File: config.mk
export PLATFORM = sky130hd
export DESIGN_NAME = stx_channel
export DESIGN_NICKNAME = d
export VERILOG_FILES = /design/src/rtl/stx_pkg.sv /design/src/rtl/stx_prescale.sv /design/src/rtl/stx_baud.sv /design/src/rtl/stx_shifter.sv /design/src/rtl/stx_channel.sv
export SDC_FILE = /design/constraint.sdc
export NUM_CORES = 1
export LEC_CHECK = 0
export BUFFER_PORTS_ARGS = -buffer_cell sky130_fd_sc_hd__buf_4
export CORE_MARGIN = 5
export CORE_UTILIZATION = 38
export CTS_BUF_LIST = sky130_fd_sc_hd__clkbuf_4 sky130_fd_sc_hd__clkbuf_8
export CTS_CLUSTER_DIAMETER = 40
export DETAILED_ROUTE_END_ITERATION = 8
export PLACE_DENSITY = 0.64
export SYNTH_ARGS = -nofsm -noshare
export SYNTH_HDL_FRONTEND = slang
export SYNTH_SLANG_ARGS = --single-unit
File: constraint.sdc
create_clock -name clk -period 2.45 [get_ports clk]
set_input_delay 0.3675 -clock clk [delete_from_list [all_inputs] [get_ports clk]]
set_output_delay 0.3675 -clock clk [all_outputs]
set_load 0.05 [all_outputs]
File: src/rtl/stx_pkg.sv
package stx_pkg;

    localparam int CTRL_EN_BIT    = 0;
    localparam int CTRL_EMPTY_BIT = 1;
    localparam int CTRL_BUSY_BIT  = 2;
    localparam int CTRL_SEL_LO    = 4;
    localparam int CTRL_SEL_HI    = 5;

    typedef enum logic [1:0] {
        SH_IDLE  = 2'd0,
        SH_ARMED = 2'd1,
        SH_SEND  = 2'd2
    } sh_state_e;

    typedef struct packed {
        logic       en;
        logic [1:0] sel;
        logic       empty;
        logic       busy;
    } ctrl_t;

    localparam ctrl_t CTRL_RESET = '{en: 1'b0, sel: 2'b01, empty: 1'b1, busy: 1'b0};

    // Low-bit mask of the free-running prescaler count for each source select
    function automatic logic [7:0] src_mask(input logic [1:0] sel);
        case (sel)
            2'd0:    return 8'h00;
            2'd1:    return 8'h07;
            2'd2:    return 8'h1F;
            default: return 8'hFF;
        endcase
    endfunction

endpackage

File: src/rtl/stx_prescale.sv
module stx_prescale
    import stx_pkg::*;
(
    input  logic       clk,
    input  logic       rst_n,
    input  logic       run,
    input  logic [1:0] sel,
    output logic       pulse
);

    localparam int CNT_W = 8;

    logic [CNT_W-1:0] cnt_d, cnt_q;

    always_comb begin
        cnt_d = run ? cnt_q + 1'b1 : '0;
        pulse = run && (&(cnt_q | ~src_mask(sel)));
    end

    always_ff @(posedge clk or negedge rst_n) begin
        if (!rst_n) cnt_q <= '0;
        else        cnt_q <= cnt_d;
    end

endmodule

File: src/rtl/stx_baud.sv
module stx_baud #(
    parameter int RELOAD_W = 8
) (
    input  logic                clk,
    input  logic                rst_n,
    input  logic                run,
    input  logic                src_pulse,
    input  logic [RELOAD_W-1:0] reload,
    output logic                tick
);

    logic [RELOAD_W-1:0] cnt_d, cnt_q;

    always_comb begin
        cnt_d = cnt_q;
        tick  = 1'b0;
        if (!run) begin
            cnt_d = reload;
        end else if (src_pulse) begin
            if (cnt_q == '0) begin
                tick  = 1'b1;
                cnt_d = reload;
            end else begin
                cnt_d = cnt_q - 1'b1;
            end
        end
    end

    always_ff @(posedge clk or negedge rst_n) begin
        if (!rst_n) cnt_q <= '0;
        else        cnt_q <= cnt_d;
    end

endmodule

File: src/rtl/stx_shifter.sv
module stx_shifter
    import stx_pkg::*;
#(
    parameter int DATA_W        = 8,
    parameter int TICKS_PER_BIT = 16
) (
    input  logic              clk,
    input  logic              rst_n,
    input  logic              abort,
    input  logic              load,
    input  logic [DATA_W-1:0] load_data,
    input  logic              tick,
    output logic              idle,
    output logic              txd
);

    localparam int FRAME_W = DATA_W + 2;
    localparam int TC_W    = (TICKS_PER_BIT > 1) ? $clog2(TICKS_PER_BIT) : 1;
    localparam int BL_W    = $clog2(FRAME_W + 1);

    typedef struct packed {
        sh_state_e          st;
        logic [FRAME_W-1:0] sreg;
        logic [DATA_W-1:0]  hold;
        logic [TC_W-1:0]    tcnt;
        logic [BL_W-1:0]    left;
        logic               txd;
    } sh_t;

    sh_t sh_d, sh_q;

    always_comb begin
        sh_d = sh_q;
        if (abort) begin
            sh_d.st   = SH_IDLE;
            sh_d.txd  = 1'b1;
            sh_d.tcnt = '0;
        end else begin
            case (sh_q.st)
                SH_IDLE: begin
                    if (load) begin
                        sh_d.hold = load_data;
                        sh_d.st   = SH_ARMED;
                    end
                end
                SH_ARMED: begin
                    if (tick) begin
                        sh_d.sreg = {1'b1, sh_q.hold, 1'b0};
                        sh_d.st   = SH_SEND;
                        sh_d.left = BL_W'(FRAME_W);
                        sh_d.tcnt = '0;
                        sh_d.txd  = 1'b0;
                    end
                end
                SH_SEND: begin
                    if (tick) begin
                        if (sh_q.tcnt == TC_W'(TICKS_PER_BIT - 1)) begin
                            sh_d.tcnt = '0;
                            if (sh_q.left == BL_W'(1)) begin
                                sh_d.st  = SH_IDLE;
                                sh_d.txd = 1'b1;
                            end else begin
                                sh_d.sreg = {1'b1, sh_q.sreg[FRAME_W-1:1]};
                                sh_d.left = sh_q.left - 1'b1;
                                sh_d.txd  = sh_q.sreg[1];
                            end
                        end else begin
                            sh_d.tcnt = sh_q.tcnt + 1'b1;
                        end
                    end
                end
                default: sh_d.st = SH_IDLE;
            endcase
        end
    end

    always_ff @(posedge clk or negedge rst_n) begin
        if (!rst_n) sh_q <= '{st: SH_IDLE, sreg: '0, hold: '0, tcnt: '0, left: '0, txd: 1'b1};
        else        sh_q <= sh_d;
    end

    assign idle = (sh_q.st == SH_IDLE);
    assign txd  = sh_q.txd;

    // the controller hands over a byte only when the shifter is free
    assert_load_when_idle_R5: assert property (@(posedge clk) disable iff (!rst_n)
        load |-> (sh_q.st == SH_IDLE));

endmodule

File: src/rtl/stx_channel.sv
module stx_channel
    import stx_pkg::*;
#(
    parameter int DATA_W        = 8,
    parameter int TICKS_PER_BIT = 16,
    parameter int RELOAD_W      = 8
) (
    input  logic                clk,
    input  logic                rst_n,
    input  logic                ctrl_wr,
    input  logic [7:0]          ctrl_wdata,
    output logic [7:0]          ctrl_rdata,
    input  logic                buf_wr,
    input  logic [DATA_W-1:0]   buf_wdata,
    input  logic [RELOAD_W-1:0] baud_reload,
    output logic                txd
);

    ctrl_t             c_d, c_q;
    logic [DATA_W-1:0] buf_d, buf_q;
    logic              abort, buf_accept, load;
    logic              sh_idle, src_pulse, tick;
    logic              unused_wbits;

    assign unused_wbits = ^{ctrl_wdata[7:6], ctrl_wdata[3:1]};

    always_comb begin
        c_d        = c_q;
        buf_d      = buf_q;
        load       = 1'b0;
        abort      = ctrl_wr && !ctrl_wdata[CTRL_EN_BIT];
        buf_accept = buf_wr && c_q.en && !abort;
        if (ctrl_wr) begin
            c_d.en  = ctrl_wdata[CTRL_EN_BIT];
            c_d.sel = ctrl_wdata[CTRL_SEL_HI:CTRL_SEL_LO];
        end
        if (abort) begin
            c_d.empty = 1'b1;
            c_d.busy  = 1'b0;
        end else if (c_q.en) begin
            if (!c_q.empty && sh_idle) begin
                load      = 1'b1;
                c_d.empty = 1'b1;
            end
            if (buf_accept) begin
                buf_d     = buf_wdata;
                c_d.empty = 1'b0;
                c_d.busy  = 1'b1;
            end else if (sh_idle && c_q.empty) begin
                c_d.busy = 1'b0;
            end
        end
    end

    always_ff @(posedge clk or negedge rst_n) begin
        if (!rst_n) begin
            c_q   <= CTRL_RESET;
            buf_q <= '0;
        end else begin
            c_q   <= c_d;
            buf_q <= buf_d;
        end
    end

    always_comb begin
        ctrl_rdata                          = '0;
        ctrl_rdata[CTRL_EN_BIT]             = c_q.en;
        ctrl_rdata[CTRL_EMPTY_BIT]          = c_q.empty;
        ctrl_rdata[CTRL_BUSY_BIT]           = c_q.busy;
        ctrl_rdata[CTRL_SEL_HI:CTRL_SEL_LO] = c_q.sel;
    end

    stx_prescale u_prescale (
        .clk   (clk),
        .rst_n (rst_n),
        .run   (c_q.en),
        .sel   (c_q.sel),
        .pulse (src_pulse)
    );

    stx_baud #(.RELOAD_W(RELOAD_W)) u_baud (
        .clk       (clk),
        .rst_n     (rst_n),
        .run       (c_q.en),
        .src_pulse (src_pulse),
        .reload    (baud_reload),
        .tick      (tick)
    );

    stx_shifter #(.DATA_W(DATA_W), .TICKS_PER_BIT(TICKS_PER_BIT)) u_shifter (
        .clk       (clk),
        .rst_n     (rst_n),
        .abort     (abort || !c_q.en),
        .load      (load),
        .load_data (buf_q),
        .tick      (tick),
        .idle      (sh_idle),
        .txd       (txd)
    );

    // an accepted buffer write marks the buffer full and the channel busy
    assert_write_sets_flags_R3: assert property (@(posedge clk) disable iff (!rst_n)
        (buf_wr && c_q.en && !(ctrl_wr && !ctrl_wdata[CTRL_EN_BIT])) |=> (!c_q.empty && c_q.busy));

    // a full buffer always reads as busy
    assert_full_implies_busy_R6: assert property (@(posedge clk) disable iff (!rst_n)
        !c_q.empty |-> c_q.busy);

    // clearing enable returns the line and the flags to idle on the next cycle
    assert_abort_to_idle_R9: assert property (@(posedge clk) disable iff (!rst_n)
        (ctrl_wr && !ctrl_wdata[CTRL_EN_BIT]) |=> (c_q.empty && !c_q.busy && txd));

    // with the channel disabled, only a control write can change the control byte
    assert_disabled_stable_R4: assert property (@(posedge clk) disable iff (!rst_n)
        (!c_q.en && !ctrl_wr) |=> $stable(ctrl_rdata));

endmodule

==> impl_metrics.toml <==
[cells_and_area]
antennaDiodeCount = 0
final_common_cell = "dfrtp_1"
nets = 351
filler_cell_count = 718
layout_common_cells = "dfrtp_1 (54), buf_4 (38), mux2_2 (28)"
area_delta_synth_final_pct = 19.0
layout-drive-gt1-share_pct = 30.7
multi_input_area_sq_um = 1490
regArea_sq_um = 1430

[die]
fp.coreArea_sq_um = 7730
core.rowCount = 32
die_x_microns = 98.9
fp.dieArea_sq_um = 9780
io_pins = 37
initial_core_util_pct = 38.9
die_h_microns = 98.9

[yosys]
synth_warnings = 0
ys.flop_type = "dfrtp_1"
yosysUniqueCellTypes = 58
synth-seq-cells = 57
syn_avg_cell_area_sq_um = 10.9
synthCells = 275
ys_seq_area_share_pct = 47.6
synth-edff-count = 0
synth_area_sq_um = 3000
async_flop_share_pct = 100

[cts]
cts-resized-gates = 0
clk_pin_slew_worst_paths_ns = 0.07
clock_path_buffers = 2
cts_root_buffer = "clkbuf_8"
clk_latency_ns = 0.34
ctsHoldBuffers = 0
cts_buffers = 9
post-cts-setup-buffers = 0
cts_max_level = 3
cts_tree = "done"
clock-sinks = 57

[global_routing]
grt.total_usage_pct = 13.7
grt.busiest_layer = "met2"
grt_pass1_vias = 2310
globalRouteOverflowTotal = 0
antenna_found_initial = 0
use_met3_pct = 4.95
grt.met1_usage_pct = 17.5
grt_use_met2_pct = 21.5
grt_pass1_wl_mm = 10.8
grt_start_max_net_pins = 58

[routing]
routed_wl_mm = 6.15
vias_per_cell = 5.21
route.detailed.drc = 0
first_pass_iters = 4
ant_nets = 0
drt_iter0_markers = 106
vias = 2195
wl_per_cell_microns = 14.6

[sta]
worst_pin_slew_ns = 0.712
finClkSkew_ns = 0.00819
period_share_pct = 93.8
fmax_mhz = 435
fin_tns_setup_ns = 0
drv_slew = 0
finalHoldViolCount = 0
setup_violations = 0
slew_headroom_pct = 52.5
period_needed_ns = 2.30
rsz0062_at_grt = "no"

[power]
leakagePower_nw = 1.61
vdd_drop_max_mv = 0.498
powerDensity_nw_per_um2 = 801
total_power_mw = 2.86

[placement]
gp_congestion = 0.803
dp_hpwl_mm = 4.39
port_buffers = 28

[outcome]
outcome = "finished clean"

[critical_path]
critPathMaxFanout = 6
start_kind = "flop"
arrival_ns = 2.58
critPathCaptureType = "flop"
critical_path_class = "reg -> reg"
critPathRequiredTime_ns = 2.73

[job]
max_cap_violations = 0

[worst_hold_path]
hp-class = "in -> async"
[state kept, by name, summed over array words and instances, names as in the netlist]
signal,flops
u_shifter.sh_q,27
u_baud.cnt_q,8
ctrl_rdata,5
buf_q,8
u_shifter.txd,1
u_prescale.cnt_q,8
[metal layers]
metal / vias up / share of wire (%) / routed length, microns
li1: 1079 / - / -
met1: 1070 / 45 / 2790
met2: 39 / 49 / 2990
met3: 7 / 4.8 / 296
met4: 0 / 1.2 / 74
met5: - / 0 / 0
[cell type report]
class | instances | share of cell area, %
flip-flops and latches | 57 | 40.0
clock buffers | 9 | 3.47
inverters | 11 | 1.16
clock inverters | 7 | 2.24
multi-input cells | 197 | 41.6
well taps | 102 | 3.57
repair buffers | 38 | 7.98
[metrics by stage]
stage / hold WS (ns) / setup slack, ns / std cells / utilization, % / instance area [sq um]
after global routing: 0.140 / 0.0199 / 421 / 46.3 / 3570
after floorplan: 0.0719 / 0.217 / 277 / - / 3010
after CTS: 0.105 / 0.0573 / 421 / 46.1 / 3560
after detailed placement: 0.458 / 0.0723 / 405 / 43.4 / 3360
final: 0.0704 / 0.152 / 421 / 46.3 / 3570
after global placement: 0.446 / 0.128 / 405 / 43.4 / 3360
[power breakdown]
group	internal (mW)	switching, mW	leakage (nW)
registers	1.11	0.116	0.708
logic	0.350	0.393	0.808
clock network	0.477	0.415	0.0960
total	1.94	0.925	1.61
[logic make-up (layout without fill, tap and decap cells)]
logic type                 after synthesis  in the layout  share of synthesized area [%]
xor gates and xnor gates                 4              4                           1.17
other                                    1              3                          0.125
buffers and inverters                   23             65                           3.62
muxes                                   37             37                           14.7
DFF                                     57             57                           47.6
adders and majority gates                9              9                           3.75
AOI/OAI and AO/OA                       63             63                           14.1
and+or+nand+nor                         81             81                           14.9
[final timing paths]
check,startpoint,endpoint,slack (ns),depth (start not counted)
max in group asynchronous,rst_n,u_shifter.sh_q[24],1.89,1
min reg2reg,u_prescale.cnt_q[0],u_prescale.cnt_q[0],0.47,1
min in group clk,buf_wdata[4],buf_q[4],0.25,2
max,u_baud.cnt_q[0],u_shifter.sh_q[1],0.15,7
max reg2reg,u_baud.cnt_q[0],u_shifter.sh_q[1],0.15,7
min,rst_n,u_prescale.cnt_q[5],0.07,1
[critical path, cell delays in order (launching register included)]
cell,delay [ns]
dfrtp_1,0.39
inv_1,0.08
ha_1,0.16
or4bb_1,0.47
a311o_1,0.37
o21a_1,0.28
nor4_4,0.29
mux2_2,0.20
[synthesized netlist by cell type, types with 2 or more instances]
library cell / instances / share of area (%)
o2bb2ai_1: 3 / 0.87
nand2_1: 20 / 2.5
o2111ai_1: 2 / 0.58
nor4_1: 2 / 0.42
a21o_1: 3 / 0.75
o21a_1: 3 / 0.75
nand4_1: 4 / 0.83
clkbuf_1: 7 / 0.87
dfrtp_1: 54 / 45
or3_1: 3 / 0.62
dfstp_2: 3 / 2.6
o211ai_1: 2 / 0.50
nor2_1: 11 / 1.4
a211o_1: 2 / 0.58
inv_1: 11 / 1.4
o21ai_0: 14 / 2.3
mux2_2: 28 / 10
a22oi_1: 2 / 0.50
a211oi_1: 2 / 0.50
and2_1: 7 / 1.5
ha_1: 9 / 3.7
xnor2_1: 3 / 0.87
nor3_1: 6 / 1.0
a311o_1: 2 / 0.67
nand3_1: 10 / 1.7
nand2b_1: 2 / 0.42
buf_4: 4 / 1.0
a21oi_1: 13 / 2.2
a21boi_0: 5 / 1.2
and3_1: 4 / 0.83
mux2_4: 7 / 3.5
No activity file was read; power rests on OpenSTA's default activity.
